File: src/rtl/dcw_pkg.sv
package dcw_pkg;
    localparam int ADDR_W = 3;
    localparam int CODE_W = 8;
    localparam int WORD_W = ADDR_W + CODE_W;

    typedef enum logic [2:0] {
        ST_IDLE = 3'd0,
        ST_LEAD = 3'd1,
        ST_HIGH = 3'd2,
        ST_LOW  = 3'd3,
        ST_TAIL = 3'd4,
        ST_GAP  = 3'd5
    } dcw_state_e;
endpackage

File: src/rtl/dcw_pace.sv
// Phase timer: loaded on each state entry, flags the last cycle of a phase.
module dcw_pace #(
    parameter int TMR_W = 8
) (
    input  logic             clk,
    input  logic             rst_n,
    input  logic             load,
    input  logic [TMR_W-1:0] load_val,
    output logic             done
);
    logic [TMR_W-1:0] cnt_q;

    always_ff @(posedge clk) begin
        if (!rst_n) begin
            cnt_q <= '0;
        end else if (load) begin
            cnt_q <= load_val;
        end else if (cnt_q != '0) begin
            cnt_q <= cnt_q - 1'b1;
        end
    end

    assign done = (cnt_q == '0);
endmodule

File: src/rtl/dcw_shifter.sv
// Packs the per-device words farthest-first and shifts them out MSB first.
module dcw_shifter
    import dcw_pkg::*;
#(
    parameter int NUM_DEV = 2
) (
    input  logic                      clk,
    input  logic                      rst_n,
    input  logic                      load,
    input  logic                      shift,
    input  logic [NUM_DEV*ADDR_W-1:0] addr_in,
    input  logic [NUM_DEV*CODE_W-1:0] code_in,
    output logic                      msb
);
    localparam int FRAME_W = NUM_DEV * WORD_W;

    logic [FRAME_W-1:0] packed_w;
    logic [FRAME_W-1:0] frame_q;

    // Device i occupies word slot i; the highest slot leaves first.
    for (genvar i = 0; i < NUM_DEV; i++) begin : g_word
        assign packed_w[i*WORD_W +: WORD_W] =
            {addr_in[i*ADDR_W +: ADDR_W], code_in[i*CODE_W +: CODE_W]};
    end

    always_ff @(posedge clk) begin
        if (!rst_n) begin
            frame_q <= '0;
        end else if (load) begin
            frame_q <= packed_w;
        end else if (shift) begin
            frame_q <= {frame_q[FRAME_W-2:0], 1'b0};
        end
    end

    assign msb = frame_q[FRAME_W-1];
endmodule

File: src/rtl/dcw_bitcount.sv
// Counts the bits still to be clocked after the current one.
module dcw_bitcount #(
    parameter int FRAME_W = 22
) (
    input  logic clk,
    input  logic rst_n,
    input  logic load,
    input  logic step,
    output logic last
);
    localparam int CNT_W = $clog2(FRAME_W);
    localparam logic [CNT_W-1:0] START = CNT_W'(FRAME_W - 1);

    logic [CNT_W-1:0] left_q;

    always_ff @(posedge clk) begin
        if (!rst_n) begin
            left_q <= '0;
        end else if (load) begin
            left_q <= START;
        end else if (step && left_q != '0) begin
            left_q <= left_q - 1'b1;
        end
    end

    assign last = (left_q == '0);
endmodule

File: src/rtl/dcw_chain_writer.sv
module dcw_chain_writer
    import dcw_pkg::*;
#(
    parameter int NUM_DEV  = 2,
    parameter int DIV_W    = 8,
    parameter int MIN_HALF = 1,
    parameter int GAP_CYC  = 2
) (
    input  logic                      clk,
    input  logic                      rst_n,
    input  logic                      req_valid,
    output logic                      req_ready,
    input  logic [NUM_DEV*ADDR_W-1:0] req_addr,
    input  logic [NUM_DEV*CODE_W-1:0] req_code,
    input  logic [DIV_W-1:0]          div_cfg,
    output logic                      busy,
    output logic                      sclk,
    output logic                      cs_n,
    output logic                      sdata
);
    localparam int FRAME_W = NUM_DEV * WORD_W;
    localparam int GAP_W   = $clog2(GAP_CYC + 1);
    localparam int TMR_W   = (DIV_W > GAP_W) ? DIV_W : GAP_W;
    localparam logic [DIV_W-1:0] MIN_H   = DIV_W'(MIN_HALF);
    localparam logic [TMR_W-1:0] GAP_LD  = TMR_W'(GAP_CYC - 1);

    dcw_state_e       state_q, state_d;
    logic [DIV_W-1:0] half_q;
    logic [DIV_W-1:0] half_req;
    logic             accept;
    logic             tmr_load;
    logic [TMR_W-1:0] tmr_val;
    logic             tmr_done;
    logic             shift_en;
    logic             bits_last;
    logic             data_msb;
    logic             drive_data;

    // Clamp the requested half period to the legal minimum.
    assign half_req = (div_cfg < MIN_H) ? MIN_H : div_cfg;
    assign accept   = req_valid && req_ready;

    dcw_pace #(.TMR_W(TMR_W)) u_pace (
        .clk      (clk),
        .rst_n    (rst_n),
        .load     (tmr_load),
        .load_val (tmr_val),
        .done     (tmr_done)
    );

    dcw_shifter #(.NUM_DEV(NUM_DEV)) u_shift (
        .clk     (clk),
        .rst_n   (rst_n),
        .load    (accept),
        .shift   (shift_en),
        .addr_in (req_addr),
        .code_in (req_code),
        .msb     (data_msb)
    );

    dcw_bitcount #(.FRAME_W(FRAME_W)) u_bits (
        .clk   (clk),
        .rst_n (rst_n),
        .load  (accept),
        .step  (shift_en),
        .last  (bits_last)
    );

    // Transition logic.
    always_comb begin
        state_d  = state_q;
        tmr_load = 1'b0;
        tmr_val  = TMR_W'(half_q) - 1'b1;
        shift_en = 1'b0;
        unique case (state_q)
            ST_IDLE: begin
                if (accept) begin
                    state_d  = ST_LEAD;
                    tmr_load = 1'b1;
                    tmr_val  = TMR_W'(half_req) - 1'b1;
                end
            end
            ST_LEAD: begin
                if (tmr_done) begin
                    state_d  = ST_HIGH;
                    tmr_load = 1'b1;
                end
            end
            ST_HIGH: begin
                if (tmr_done) begin
                    tmr_load = 1'b1;
                    if (bits_last) begin
                        state_d = ST_TAIL;
                    end else begin
                        state_d  = ST_LOW;
                        shift_en = 1'b1;
                    end
                end
            end
            ST_LOW: begin
                if (tmr_done) begin
                    state_d  = ST_HIGH;
                    tmr_load = 1'b1;
                end
            end
            ST_TAIL: begin
                if (tmr_done) begin
                    state_d  = ST_GAP;
                    tmr_load = 1'b1;
                    tmr_val  = GAP_LD;
                end
            end
            ST_GAP: begin
                if (tmr_done) begin
                    state_d = ST_IDLE;
                end
            end
            default: state_d = ST_IDLE;
        endcase
    end

    // State register and captured half period.
    always_ff @(posedge clk) begin
        if (!rst_n) begin
            state_q <= ST_IDLE;
            half_q  <= MIN_H;
        end else begin
            state_q <= state_d;
            if (accept) begin
                half_q <= half_req;
            end
        end
    end

    // Output decode.
    always_comb begin
        cs_n       = 1'b1;
        sclk       = 1'b0;
        drive_data = 1'b0;
        busy       = 1'b1;
        unique case (state_q)
            ST_IDLE: busy = 1'b0;
            ST_LEAD: begin cs_n = 1'b0; drive_data = 1'b1; end
            ST_HIGH: begin cs_n = 1'b0; drive_data = 1'b1; sclk = 1'b1; end
            ST_LOW:  begin cs_n = 1'b0; drive_data = 1'b1; end
            ST_TAIL: cs_n = 1'b0;
            ST_GAP:  cs_n = 1'b1;
            default: busy = 1'b0;
        endcase
    end

    assign sdata     = drive_data & data_msb;
    assign req_ready = !busy;
endmodule

File: config.mk
export PLATFORM = sky130hd
export DESIGN_NAME = dcw_chain_writer
export DESIGN_NICKNAME = d
export VERILOG_FILES = /design/src/rtl/dcw_pkg.sv /design/src/rtl/dcw_pace.sv /design/src/rtl/dcw_shifter.sv /design/src/rtl/dcw_bitcount.sv /design/src/rtl/dcw_chain_writer.sv
export SDC_FILE = /design/constraint.sdc
export NUM_CORES = 1
export LEC_CHECK = 0
export ABC_CLOCK_PERIOD_IN_PS = 1800
export BUFFER_PORTS_ARGS = -buffer_cell sky130_fd_sc_hd__buf_4
export CORE_UTILIZATION = 40
export CTS_CLUSTER_DIAMETER = 200
export DETAILED_ROUTE_END_ITERATION = 8
export HOLD_SLACK_MARGIN = 0.12
export PLACE_DENSITY = 0.61
export SLEW_MARGIN = 15
export SYNTH_ARGS = -nofsm -noshare
export SYNTH_HDL_FRONTEND = slang
export SYNTH_SLANG_ARGS = --single-unit
File: constraint.sdc
create_clock -name clk -period 1.8 [get_ports clk]
set_input_delay 0 -clock clk [delete_from_list [all_inputs] [get_ports clk]]
set_output_delay 0 -clock clk [all_outputs]
set_load 0.01 [all_outputs]
## Yosys cells after proc, flatten, opt, wreduce, memory -nomap -nowiden

Index checks and enable logic that the tools add are counted.

| operators by class | value |
|---|---|
| reduce and logical (&&, ||, !) cells | 17 |
| $add $sub $neg | 4 |
| $mul | 0 |
| order comparisons | 1 |
| mux-type cells | 27 |
| bitwise operators | 2 |
| shifts and indexed selects | 0 |
| equality and inequality tests | 10 |
| div/mod/pow operators | 0 |

Operator list:

| cell | count |
|---|---|
| $mux W22 | 2 |
| $mux W8 | 5 |
| $sub A8 B1 Y8 const B | 3 |
| $mux W3 | 6 |
| $pmux W8 S2 | 1 |
| $pmux W3 S5 | 1 |
| $mux W5 | 2 |
| $mux W1 | 9 |
| $logic_not A8 Y1 | 1 |
| $lt A8 B1 Y1 const B | 1 |
| $ne A2 B2 Y1 const B | 4 |
| $reduce_bool A8 Y1 | 1 |
| $eq A3 B2 Y1 const B | 2 |
| $eq A3 B3 Y1 const B | 2 |
| $reduce_bool A2 Y1 | 3 |
| $logic_not A5 Y1 | 1 |
| $reduce_and A5 Y1 | 1 |
| $reduce_bool A5 Y1 | 1 |
| $reduce_or A5 Y1 | 1 |
| $sub A5 B1 Y5 const B | 1 |
| $reduce_or A2 Y1 | 2 |
| $reduce_or A4 Y1 | 1 |
| $eq A3 B1 Y1 const B | 1 |
| $logic_not A3 Y1 | 1 |
| other kinds (7) | 8 |

| storage, ports and cells | value |
|---|---|
| ROM bits | 0 |
| register bits after elaboration | 46 |
| logic and storage cells | 67 |
| latch bits | 0 |
| bits of input ports | 33 |
| output and inout port bits | 5 |
| bits in writable memories | 0 |
| memories kept | 0 |

## Logic depth before layout (Yosys ltp)

Gate-level depths: netlist (run 1).

| logic depth | value |
|---|---|
| word-level depth | 8 |
| mapped depth | 9 |
| depth with buffers taken out | 8 |

## Hierarchy

A second synthesis (run 1) with hierarchy kept.

| unflattened totals | value |
|---|---|
| cell total of the unflattened synthesis | 288 |
| area, all modules | 2753.9 um^2 |

By module, submodules not included:

| module | times used | area an instance (um^2) | cells each |
|---|---|---|---|
| dcw_shifter | 1 | 1129.8 | 96 |
| dcw_chain_writer | 1 | 905.9 | 115 |
| dcw_pace | 1 | 457.9 | 51 |
| dcw_bitcount | 1 | 260.2 | 26 |

## Least setup slack after synthesis (run 1)

Ideal clock, no wire load.

| timing | value |
|---|---|
| path type | reg-to-reg |
| start | register u_pace.cnt_q[0] |
| end | register u_pace.cnt_q[0] |
| library setup time | 0.067 ns |
| path buffers | 1 |
| required time | 1.733 ns |
| cell stages (with the launch flop) | 9 |
| clock period less this slack | 1.928 ns |
| arrival | 1.861 ns |
| slack | -0.128 ns |
| path through | dfxtp_1 inv_1 ha_1 nor4b_1 and2_1 clkbuf_1 nand2_1 a221o_1 a21oi_2 |

| between the ends | value |
|---|---|
| word-level cells in the longest chain between the ends | 4 |

Ends and longest elaborated chain:

| item | line | source |
|---|---|---|
| from (decl) | dcw_pace.sv:11 | `logic [TMR_W-1:0] cnt_q;` |
| from (signal assigned) | dcw_pace.sv:17 | `cnt_q <= load_val;` |
| from (signal assigned) | dcw_pace.sv:19 | `cnt_q <= cnt_q - 1'b1;` |
| branches (longest 4 deep; another with $sub A8 B1 Y8) | - |  |

Parallel ways; which one is timed is not known. The select of a mux whose other input is x is not followed.
A chain may end at the register's enable or synchronous reset.

## Final worst setup path (run 1)

| timing | value |
|---|---|
| start | register u_bits.left_q[0] |
| end | register u_shift.frame_q[6] |

| between the ends | value |
|---|---|
| word-level cells in the longest chain between the ends | 5 |

Ends and longest elaborated chain:

| item | line | source |
|---|---|---|
| from (decl) | dcw_bitcount.sv:14 | `logic [CNT_W-1:0] left_q;` |
| from (signal assigned) | dcw_bitcount.sv:22 | `left_q <= left_q - 1'b1;` |
| $logic_not A5 Y1 | dcw_bitcount.sv:26 | `assign last = (left_q == '0);` |
| $mux W1 | dcw_chain_writer.sv:92 | `if (bits_last) begin` |
| $mux W1 | dcw_chain_writer.sv:90 | `if (tmr_done) begin` |
| $mux W1 | dcw_chain_writer.sv:75 | `unique case (state_q)` |
| $reduce_bool A2 Y1 (no line) | - |  |
| to (signal assigned) | dcw_shifter.sv:30 | `frame_q <= packed_w;` |
| to (signal assigned) | dcw_shifter.sv:32 | `frame_q <= {frame_q[FRAME_W-2:0], 1'b0};` |
| to (decl) | dcw_shifter.sv:18 | `logic [FRAME_W-1:0] frame_q;` |

No other way between the ends.

==> run metrics, run 1 <==
Clock Path Buffers=2; first-pass GRT wire length=10.4 mm; min cycle time layout=1.86 ns; Synth cell types=52; Hold WS=-0.00792 ns; starting density of the core=0.426; type of the most critical hold path=in2reg; area leader, netlist=dfxtp_1; Synthesized Nets=350; YS warnings=0; post-DP HPWL=4.41 mm; antenna violations before repair=0; gr usage total=0.199; Final ANT Viol Nets=0; Fin. Hold Viols=3; failing checks=hold timing, setup timing; Num CTS Buffers=5; via/cell ratio=5.35; Reg area=926 µm²; CTS tree=yes; Core Region=0.00606 mm²; Tightest Pin Transition=0.679 ns; Sink Count=46; Multi-input gate area=0.00162 mm²; outcome=complete, but fails checks; Synth top area share=0.357; Max Fclk=537 MHz; drt drc=0; final setup violation count=19; synth cell count leaders=dfxtp_1 (46), nor2_1 (40), nand2_1 (37); Die ar.=0.00677 mm²; count leader, synth=dfxtp_1; Critical Path Fanout Max=7; pin count of the biggest net entering global routing=38; clk_skew=0.00985 ns; initial drt markers=128; combinational fraction of design power=0.529; Clock power frac=0.143; CP required=1.96 ns; layout cells sized above 1=0.292; leak pwr=1.63 nW; Hold Buf Count CTS=29; Final Max Slew Viols=0; final WL=6.51 mm; wire length per cell=13.5 µm; Avg Synthesized Cell Area=8.27 µm²; Seq/Total Area, Yosys=0.357; MaxCap Viol Count=0; # IOs=38; IO Port Bufs=37; ys flop type=dfxtp_1; Reg clk slew, reported paths=0.09 ns; critical path class=reg2reg; Die Width=82.3 µm; Sw Share=0.386; total design power=4.54 mW; clock latency on the worst-skew pair=0.30 ns; chip height=82.3 µm; Post-Synthesis Cells=312; Power Dens Cells=1230 mW/mm²; Pint=2.79 mW; Startpoint Class=register; Nets=444; asr flop ratio synth=0; Post-synth EDFFs=0; Rows=28; switching pwr=1.75 mW; Worst VDD drop=688 µV; final worst-path cycle share=1.04; vias in the first global route=2218; dpl cells=440; Max-slew headroom=0.547; Root Driver=clkbuf_8; Syn-to-layout area delta=43.0%; GRT overflow=0; Setup crit end kind=register; htree depth=2; n_diodes=0; top post-synthesis cells by area=dfxtp_1 (36%), mux2i_1 (8.9%), a211oi_1 (7.0%); Mapped Area=0.00258 mm²; Sequential Power Share=0.328; routability cong.=0.826; Worst EP arrival=2.02 ns; routed via count=2581; synthesis-stage register bit count=46; setup ws final=-0.0636 ns; fin cells=482; DRT Pass-1 Iters=4; RSZ-0062 raised after global routing=yes; fill count=513
==> placed cells by master (no fill, tap or decap), drive strengths merged, types with 2 or more instances in the layout <==
cell type    Yosys  routed
buf              6      77
dfxtp           46      46
nor2            40      40
nand2           37      37
dlygate4sd3      0      29
a211oi          24      24
a21oi           23      23
mux2i           23      23
inv             12      12
o21ai           10      10
xor2             9       9
nor3             8       8
xnor2            7       7
clkbuf          13       5
ha               5       5
a31oi            4       4
or4              4       4
nand3            3       3
nor4             3       3
or3              3       3
and2             3       3
and3             2       2
o41ai            2       2
nor3b            2       2
clkinv           0       2
==> routing by layer <==
layer  routed length, µm  GRT usage  up-vias
met2                3050      0.307       69
met3                 272     0.0341        8
met1                3100      0.285     1199
met4                  86     0.0526        0
met5                   0          0        -
li1                    -          -     1305
==> logic make-up (layout without fill, tap and decap cells) <==
| kind of cell | after synthesis | after routing | synth area share |
|---|---|---|---|
| xor gates and xnor gates | 16 | 16 | 0.0543 |
| DFF | 46 | 46 | 0.357 |
| buffers and inverters | 31 | 126 | 0.0601 |
| adders and majority gates | 5 | 5 | 0.0242 |
| AOI/OAI and AO/OA | 77 | 77 | 0.205 |
| and+or+nand+nor | 113 | 113 | 0.206 |
| muxes | 24 | 24 | 0.0936 |
==> power groups by stage <==
stage                     logic (mW)  registers [mW]  clock network (mW)
final                           2.40            1.49               0.648
after detailed placement        2.13            1.48                   0
after global placement          2.11            1.48                   0
after CTS                       2.22            1.45               0.668
after global routing            2.62            1.53               0.714
after floorplan                 1.33            1.45                   0
==> worst max-delay path, cell delays in order (launching register included) <==
cell	delay [ns]
dfxtp_2	0.34
inv_2	0.07
ha_4	0.12
or4b_4	0.45
nand4_1	0.12
buf_6	0.17
buf_8	0.15
mux2i_4	0.22
a211oi_2	0.08
==> timing repair <==
item                                    in CTS  in global routing
pin swaps                                   22                 16
endpoints found under the setup margin      27                 38
cloned                                       2                  0
endpoints found under the hold margin       38                  8
setup buffers                                1                  2
resized for setup                           16                 24
==> sequential cells by signal, summed over array words and instances, names as in the netlist <==
name and cells:
state_q 3, half_q 8, u_shift.frame_q 22, u_pace.cnt_q 8, u_bits.left_q 5
==> cell type report <==
cell class	count	area share
Clock buffer	5	0.0187
Timing Repair Buffer	106	0.249
Multi-Input combinational cell	235	0.438
Sequential cell	46	0.251
Tap cell	75	0.0254
Inverter	12	0.0122
Clock inverter	3	0.00576
==> metrics by stage <==
step	setup slack, ns	utilization	area [µm²]	hold WS, ns	TNS, ns
2_1_floorplan	0.00343	-	2590	0.122	0
3_3_place_gp	-0.0881	0.514	3110	0.271	-1.45
3_5_place_dp	-0.164	0.514	3110	0.276	-2.75
4_1_cts	-0.0360	0.591	3580	-0.0189	-0.312
5_1_grt	-0.167	0.609	3690	-0.0179	-3.00
6_report	-0.0636	0.609	3690	-0.00792	-0.547
==> path summary, 6_finish.rpt <==
path                                       start                  to  slack, ns  depth (start not counted)
worst max-delay path            u_bits.left_q[0]  u_shift.frame_q[6]      -0.06                          8
worst max register to register  u_bits.left_q[0]  u_shift.frame_q[6]      -0.06                          8
worst min-delay path                       rst_n     u_pace.cnt_q[1]     -0.008                          2
worst min register to register  u_bits.left_q[4]    u_bits.left_q[4]       0.48                          2
(Power assumes the default switching activity.)
==> run 2, diff against run 1 <==
--- a/config.mk
+++ b/config.mk
@@ -5,13 +5,13 @@
 export SDC_FILE = /design/constraint.sdc
 export NUM_CORES = 1
 export LEC_CHECK = 0
-export ABC_CLOCK_PERIOD_IN_PS = 1800
+export ABC_CLOCK_PERIOD_IN_PS = 2200
 export BUFFER_PORTS_ARGS = -buffer_cell sky130_fd_sc_hd__buf_4
-export CORE_UTILIZATION = 40
+export CORE_UTILIZATION = 32
 export CTS_CLUSTER_DIAMETER = 200
 export DETAILED_ROUTE_END_ITERATION = 8
 export HOLD_SLACK_MARGIN = 0.12
-export PLACE_DENSITY = 0.61
+export PLACE_DENSITY = 0.49
 export SLEW_MARGIN = 15
 export SYNTH_ARGS = -nofsm -noshare
 export SYNTH_HDL_FRONTEND = slang
==> constraint.sdc (replaced) <==
create_clock -name clk -period 2.2 [get_ports clk]
set_input_delay 0 -clock clk [delete_from_list [all_inputs] [get_ports clk]]
set_output_delay 0 -clock clk [all_outputs]
set_load 0.01 [all_outputs]
==> run metrics, run 2 (synthesis gave the netlist of run 1 again) <==
outcome=complete, no violations; commonest non-fill, non-tap cells in the layout=buf_4 (50), dfxtp_1 (46), nor2_1 (40), nand2_1 (36), dlygate4sd3_1 (30); commonest non-fill, non-tap cell in the layout=buf_4; Top reg by flops=u_shift.frame_q; number of flip-flops in the largest register=22; Power Dens Cells=1010 mW/mm²; CP required=2.36 ns; HP Start=div_cfg[0]; Reg clk slew, reported paths=0.09 ns; Clock Path Buffers=2; IO Port Bufs=37; routed via count=2413; starting density of the core=0.332; Critical Path Fanout Max=11; total design power=3.49 mW; gr usage total=0.159; Multi-input gate area=0.00152 mm²; Fin. Hold Viols=0; n_diodes=0; final setup violation count=0; Startpoint Class=register; hold endpoint=u_pace.cnt_q[7]; min cycle time layout=2.02 ns; MaxCap Viol Count=0; Nets=420; Final Max Slew Viols=0; clk_skew=0.00786 ns; first-pass GRT wire length=10.7 mm; Reg area=921 µm²; worst hold path depth=5; GRT overflow=0; Die Width=91.8 µm; Worst VDD drop=409 µV; htree depth=2; Die ar.=0.00843 mm²; drt drc=0; Top Registers=u_shift.frame_q: 22 flops, half_q: 8 flops, u_pace.cnt_q: 8 flops; DP Area=0.00302 mm²; clock latency on the worst-skew pair=0.30 ns; Root Driver=clkbuf_8; Final ANT Viol Nets=0; critical path class=reg2reg; post-DP HPWL=4.54 mm; layout cells sized above 1=0.185; Hold WS=0.213 ns; Tightest Pin Transition=0.854 ns; CTS tree=yes; via/cell ratio=4.98; DRT Pass-1 Iters=4; Num CTS Buffers=5; FF-to-FF path depth=8; worst r2r dst=u_shift.frame_q[2]; Final TNS setup=0 ns; vias in the first global route=2251; # IOs=38; Max-slew headroom=0.428; pin count of the biggest net entering global routing=41; chip height=91.8 µm; Rows=32; final worst-path cycle share=0.916; Sink Count=46; design area=0.00344 mm²; Max Fclk=496 MHz; RSZ-0062 raised after global routing=no; final WL=6.40 mm; leak pwr=1.51 nW; Setup crit end kind=register; reg-to-reg startpoint=u_bits.left_q[0]; Core Region=0.00777 mm²; Reg2Reg Setup Slack=0.18 ns; type of the most critical hold path=in2reg; initial drt markers=62; fill count=821; Syn-to-layout area delta=33.4%; antenna violations before repair=0; final design utilization=0.443; wire length per cell=13.2 µm; Worst EP arrival=2.18 ns; routability cong.=0.817
[run 2: cell count changes in the layout (fill, tap and decap cells not counted), sizes merged]
| cell | previous run | this run |
|---|---|---|
| buf | 77 | 52 |
| bufinv | 0 | 1 |
| clkinvlp | 1 | 0 |
| dlygate4sd3 | 29 | 30 |
| inv | 12 | 13 |
| clkinv | 2 | 1 |
[run 2: worst max path at each step]
| stage | start | endpoint | cells past startpoint |
|---|---|---|---|
| final | u_bits.left_q[0] | u_shift.frame_q[2] | 8 |
| after floorplan | u_pace.cnt_q[0] | u_pace.cnt_q[0] | 8 |
| after CTS | u_pace.cnt_q[1] | u_shift.frame_q[5] | 9 |
| after global placement | u_bits.left_q[0] | u_shift.frame_q[5] | 8 |
| after detailed placement | u_bits.left_q[0] | u_shift.frame_q[1] | 8 |
| after global routing | u_bits.left_q[0] | u_shift.frame_q[5] | 8 |
[run 2: area by class of cell]
class,count,area share
repair buffers,82,0.208
clock inverters,3,0.0127
multi-input cells,235,0.441
well taps,102,0.0371
clock buffers,5,0.0200
inverters,12,0.0131
flip-flops and latches,46,0.268
[run 2: worst max-delay path, cell delays in order (launching register included)]
cell,delay [ns]
dfxtp_1,0.32
inv_1,0.09
ha_1,0.16
or4b_1,0.50
nand4_1,0.13
buf_4,0.15
buf_4,0.21
mux2i_1,0.22
a211oi_1,0.09
[run 2: metal layers]
metal	vias to the layer above	global-route usage	part of all wire
met1	1104	0.228	0.51
met4	0	0.0508	0.013
met3	7	0.0232	0.030
li1	1257	-	-
met5	-	0	0
met2	45	0.246	0.44
[run 2: power breakdown]
group / switching (mW) / total, mW / internal [mW]
clock network: 0.306 / 0.646 / 0.341
logic: 0.862 / 1.63 / 0.773
registers: 0.168 / 1.21 / 1.04
total: 1.34 / 3.49 / 2.15
[run 2: timing repair]
action / in CTS / in global routing
hold endpoints to repair: 38 / 0
gates resized for setup: 0 / 2
endpoints found under the setup margin: 0 / 2
hold buffers: 30 / 0
buffers inserted: 0 / 0
[run 2: metrics by stage]
stage,cells,worst slack [ns]
global route,485,0.0542
CTS,485,0.195
detailed placement,447,0.222
floorplan,312,0.272
global placement,447,0.266
finish,485,0.185
==> run 3, diff against run 2 <==
--- a/config.mk
+++ b/config.mk
@@ -11,7 +11,7 @@
 export CTS_CLUSTER_DIAMETER = 200
 export DETAILED_ROUTE_END_ITERATION = 8
 export HOLD_SLACK_MARGIN = 0.12
-export PLACE_DENSITY = 0.49
+export PLACE_DENSITY = 0.51
 export SLEW_MARGIN = 15
 export SYNTH_ARGS = -nofsm -noshare
 export SYNTH_HDL_FRONTEND = slang
==> run metrics, run 3 (synthesis gave the netlist of run 1 again) <==
outcome=complete, no violations; reg-to-reg startpoint=u_pace.cnt_q[1]; chip height=91.8 µm; worst hold path depth=5; Reg2Reg Setup Slack=0.20 ns; post-DP HPWL=4.42 mm; Reg clk slew, reported paths=0.09 ns; fill count=814; Max-slew headroom=0.554; dpl cells=444; clock latency on the worst-skew pair=0.30 ns; Sink Count=46; pin count of the biggest net entering global routing=55; RSZ-0062 raised after global routing=no; Top Registers=u_shift.frame_q: 22 flops, half_q: 8 flops, u_pace.cnt_q: 8 flops; leak pwr=1.51 nW; Multi-input gate area=0.00152 mm²; global routing usage on met1=0.223; hold endpoint=u_pace.cnt_q[7]; critical path class=reg2reg; DRT Pass-1 Iters=4; antenna violations before repair=0; Nets=421; Critical Path Fanout Max=7; FF-to-FF path depth=8; clk_skew=0.0112 ns; initial drt markers=140; Core Region=0.00777 mm²; Clock Path Buffers=2; Post-Place Worst Slack=-0.0204 ns; Tightest Pin Transition=0.668 ns; Max Fclk=499 MHz; worst r2r dst=u_pace.cnt_q[0]; met2 GRT Util=0.265; vias in the first global route=2260; Hold WS=0.191 ns; CP required=2.44 ns; Worst EP arrival=2.24 ns; final setup violation count=0; routed via count=2413; n_diodes=0; htree depth=2; Num CTS Buffers=5; DP Area=0.00297 mm²; IO Port Bufs=37; wire length per cell=13.8 µm; Top reg by flops=u_shift.frame_q; layout cells sized above 1=0.182; Setup crit end kind=register; design area=0.00345 mm²; Rows=32; # IOs=38; Die Width=91.8 µm; Die ar.=0.00843 mm²; min cycle time layout=2.00 ns; Startpoint Class=register; commonest non-fill, non-tap cell in the layout=buf_4; Power Dens Cells=1000 mW/mm²; total design power=3.45 mW; final design utilization=0.444; Worst VDD drop=382 µV; starting density of the core=0.332; drt drc=0; CTS tree=yes; via/cell ratio=4.97; number of flip-flops in the largest register=22; HP Start=div_cfg[0]; MaxCap Viol Count=0; Root Driver=clkbuf_8; commonest non-fill, non-tap cells in the layout=buf_4 (51), dfxtp_1 (46), nor2_1 (40), nand2_1 (37), dlygate4sd3_1 (30); Reg area=921 µm²; GRT overflow=0; fin cells=486; GRT met3 Usage=0.0290; Syn-to-layout area delta=33.7%; setup ws final=0.196 ns; final worst-path cycle share=0.911; final WL=6.73 mm; Final TNS setup=0 ns; Final Max Slew Viols=0; Fin. Hold Viols=0; Top Usage Layer GRT=met2; routability cong.=0.743; first-pass GRT wire length=10.9 mm; Final ANT Viol Nets=0; gr usage total=0.163; type of the most critical hold path=in2reg
[run 3: changes by cell type in the layout (fill, tap and decap cells not counted), sizes merged]
cell	previous run	this run
clkinvlp	0	1
inv	13	12
clkbuf	5	7
clkinv	1	0
[run 3: worst max-delay path, stage by stage, from the launching register on]
cell and delay [ns]:
dfxtp_1 0.35, inv_1 0.08, ha_1 0.18, nor4b_2 0.26, buf_4 0.17, and2_1 0.26
nand2_1 0.08, a221o_1 0.41, a21oi_2 0.13
[run 3: what timing repair did]
action	4_1_cts	5_1_grt
setup buffers	0	3
setup endpoints to repair	21	22
cloned	0	1
hold buffers	30	0
gates resized for setup	1	4
pin swaps	0	1
endpoints found under the hold margin	38	0
[run 3: cell type report]
| type | instances | area share |
|---|---|---|
| clock buffers | 6 | 0.0210 |
| multi-input cells | 235 | 0.440 |
| clock inverters | 2 | 0.0109 |
| inverters | 12 | 0.0131 |
| well taps | 102 | 0.0370 |
| flip-flops and latches | 46 | 0.267 |
| repair buffers | 83 | 0.211 |
[run 3: worst max path at each step]
stage                           startpoint             endpoint  slack [ns]  cells past startpoint
after floorplan            u_pace.cnt_q[0]      u_pace.cnt_q[0]        0.27                      8
after CTS                 u_bits.left_q[0]  u_shift.frame_q[13]        0.06                      7
after detailed placement   u_pace.cnt_q[1]   u_shift.frame_q[6]       -0.02                      8
after global routing       u_pace.cnt_q[1]     u_bits.left_q[3]        0.03                      9
after global placement     u_pace.cnt_q[1]  u_shift.frame_q[20]        0.07                      8
final                      u_pace.cnt_q[1]      u_pace.cnt_q[0]        0.20                      8
[run 3: power breakdown]
group          internal, mW  switching, mW
registers              1.04          0.172
logic                 0.730          0.859
clock network         0.340          0.307
total                  2.11           1.34
[run 3: layer usage]
| metal | vias to the layer above | wire length (µm) |
|---|---|---|
| met4 | 0 | 63 |
| met3 | 5 | 207 |
| met1 | 1108 | 3310 |
| li1 | 1257 | - |
| met5 | - | 0 |
| met2 | 43 | 3140 |
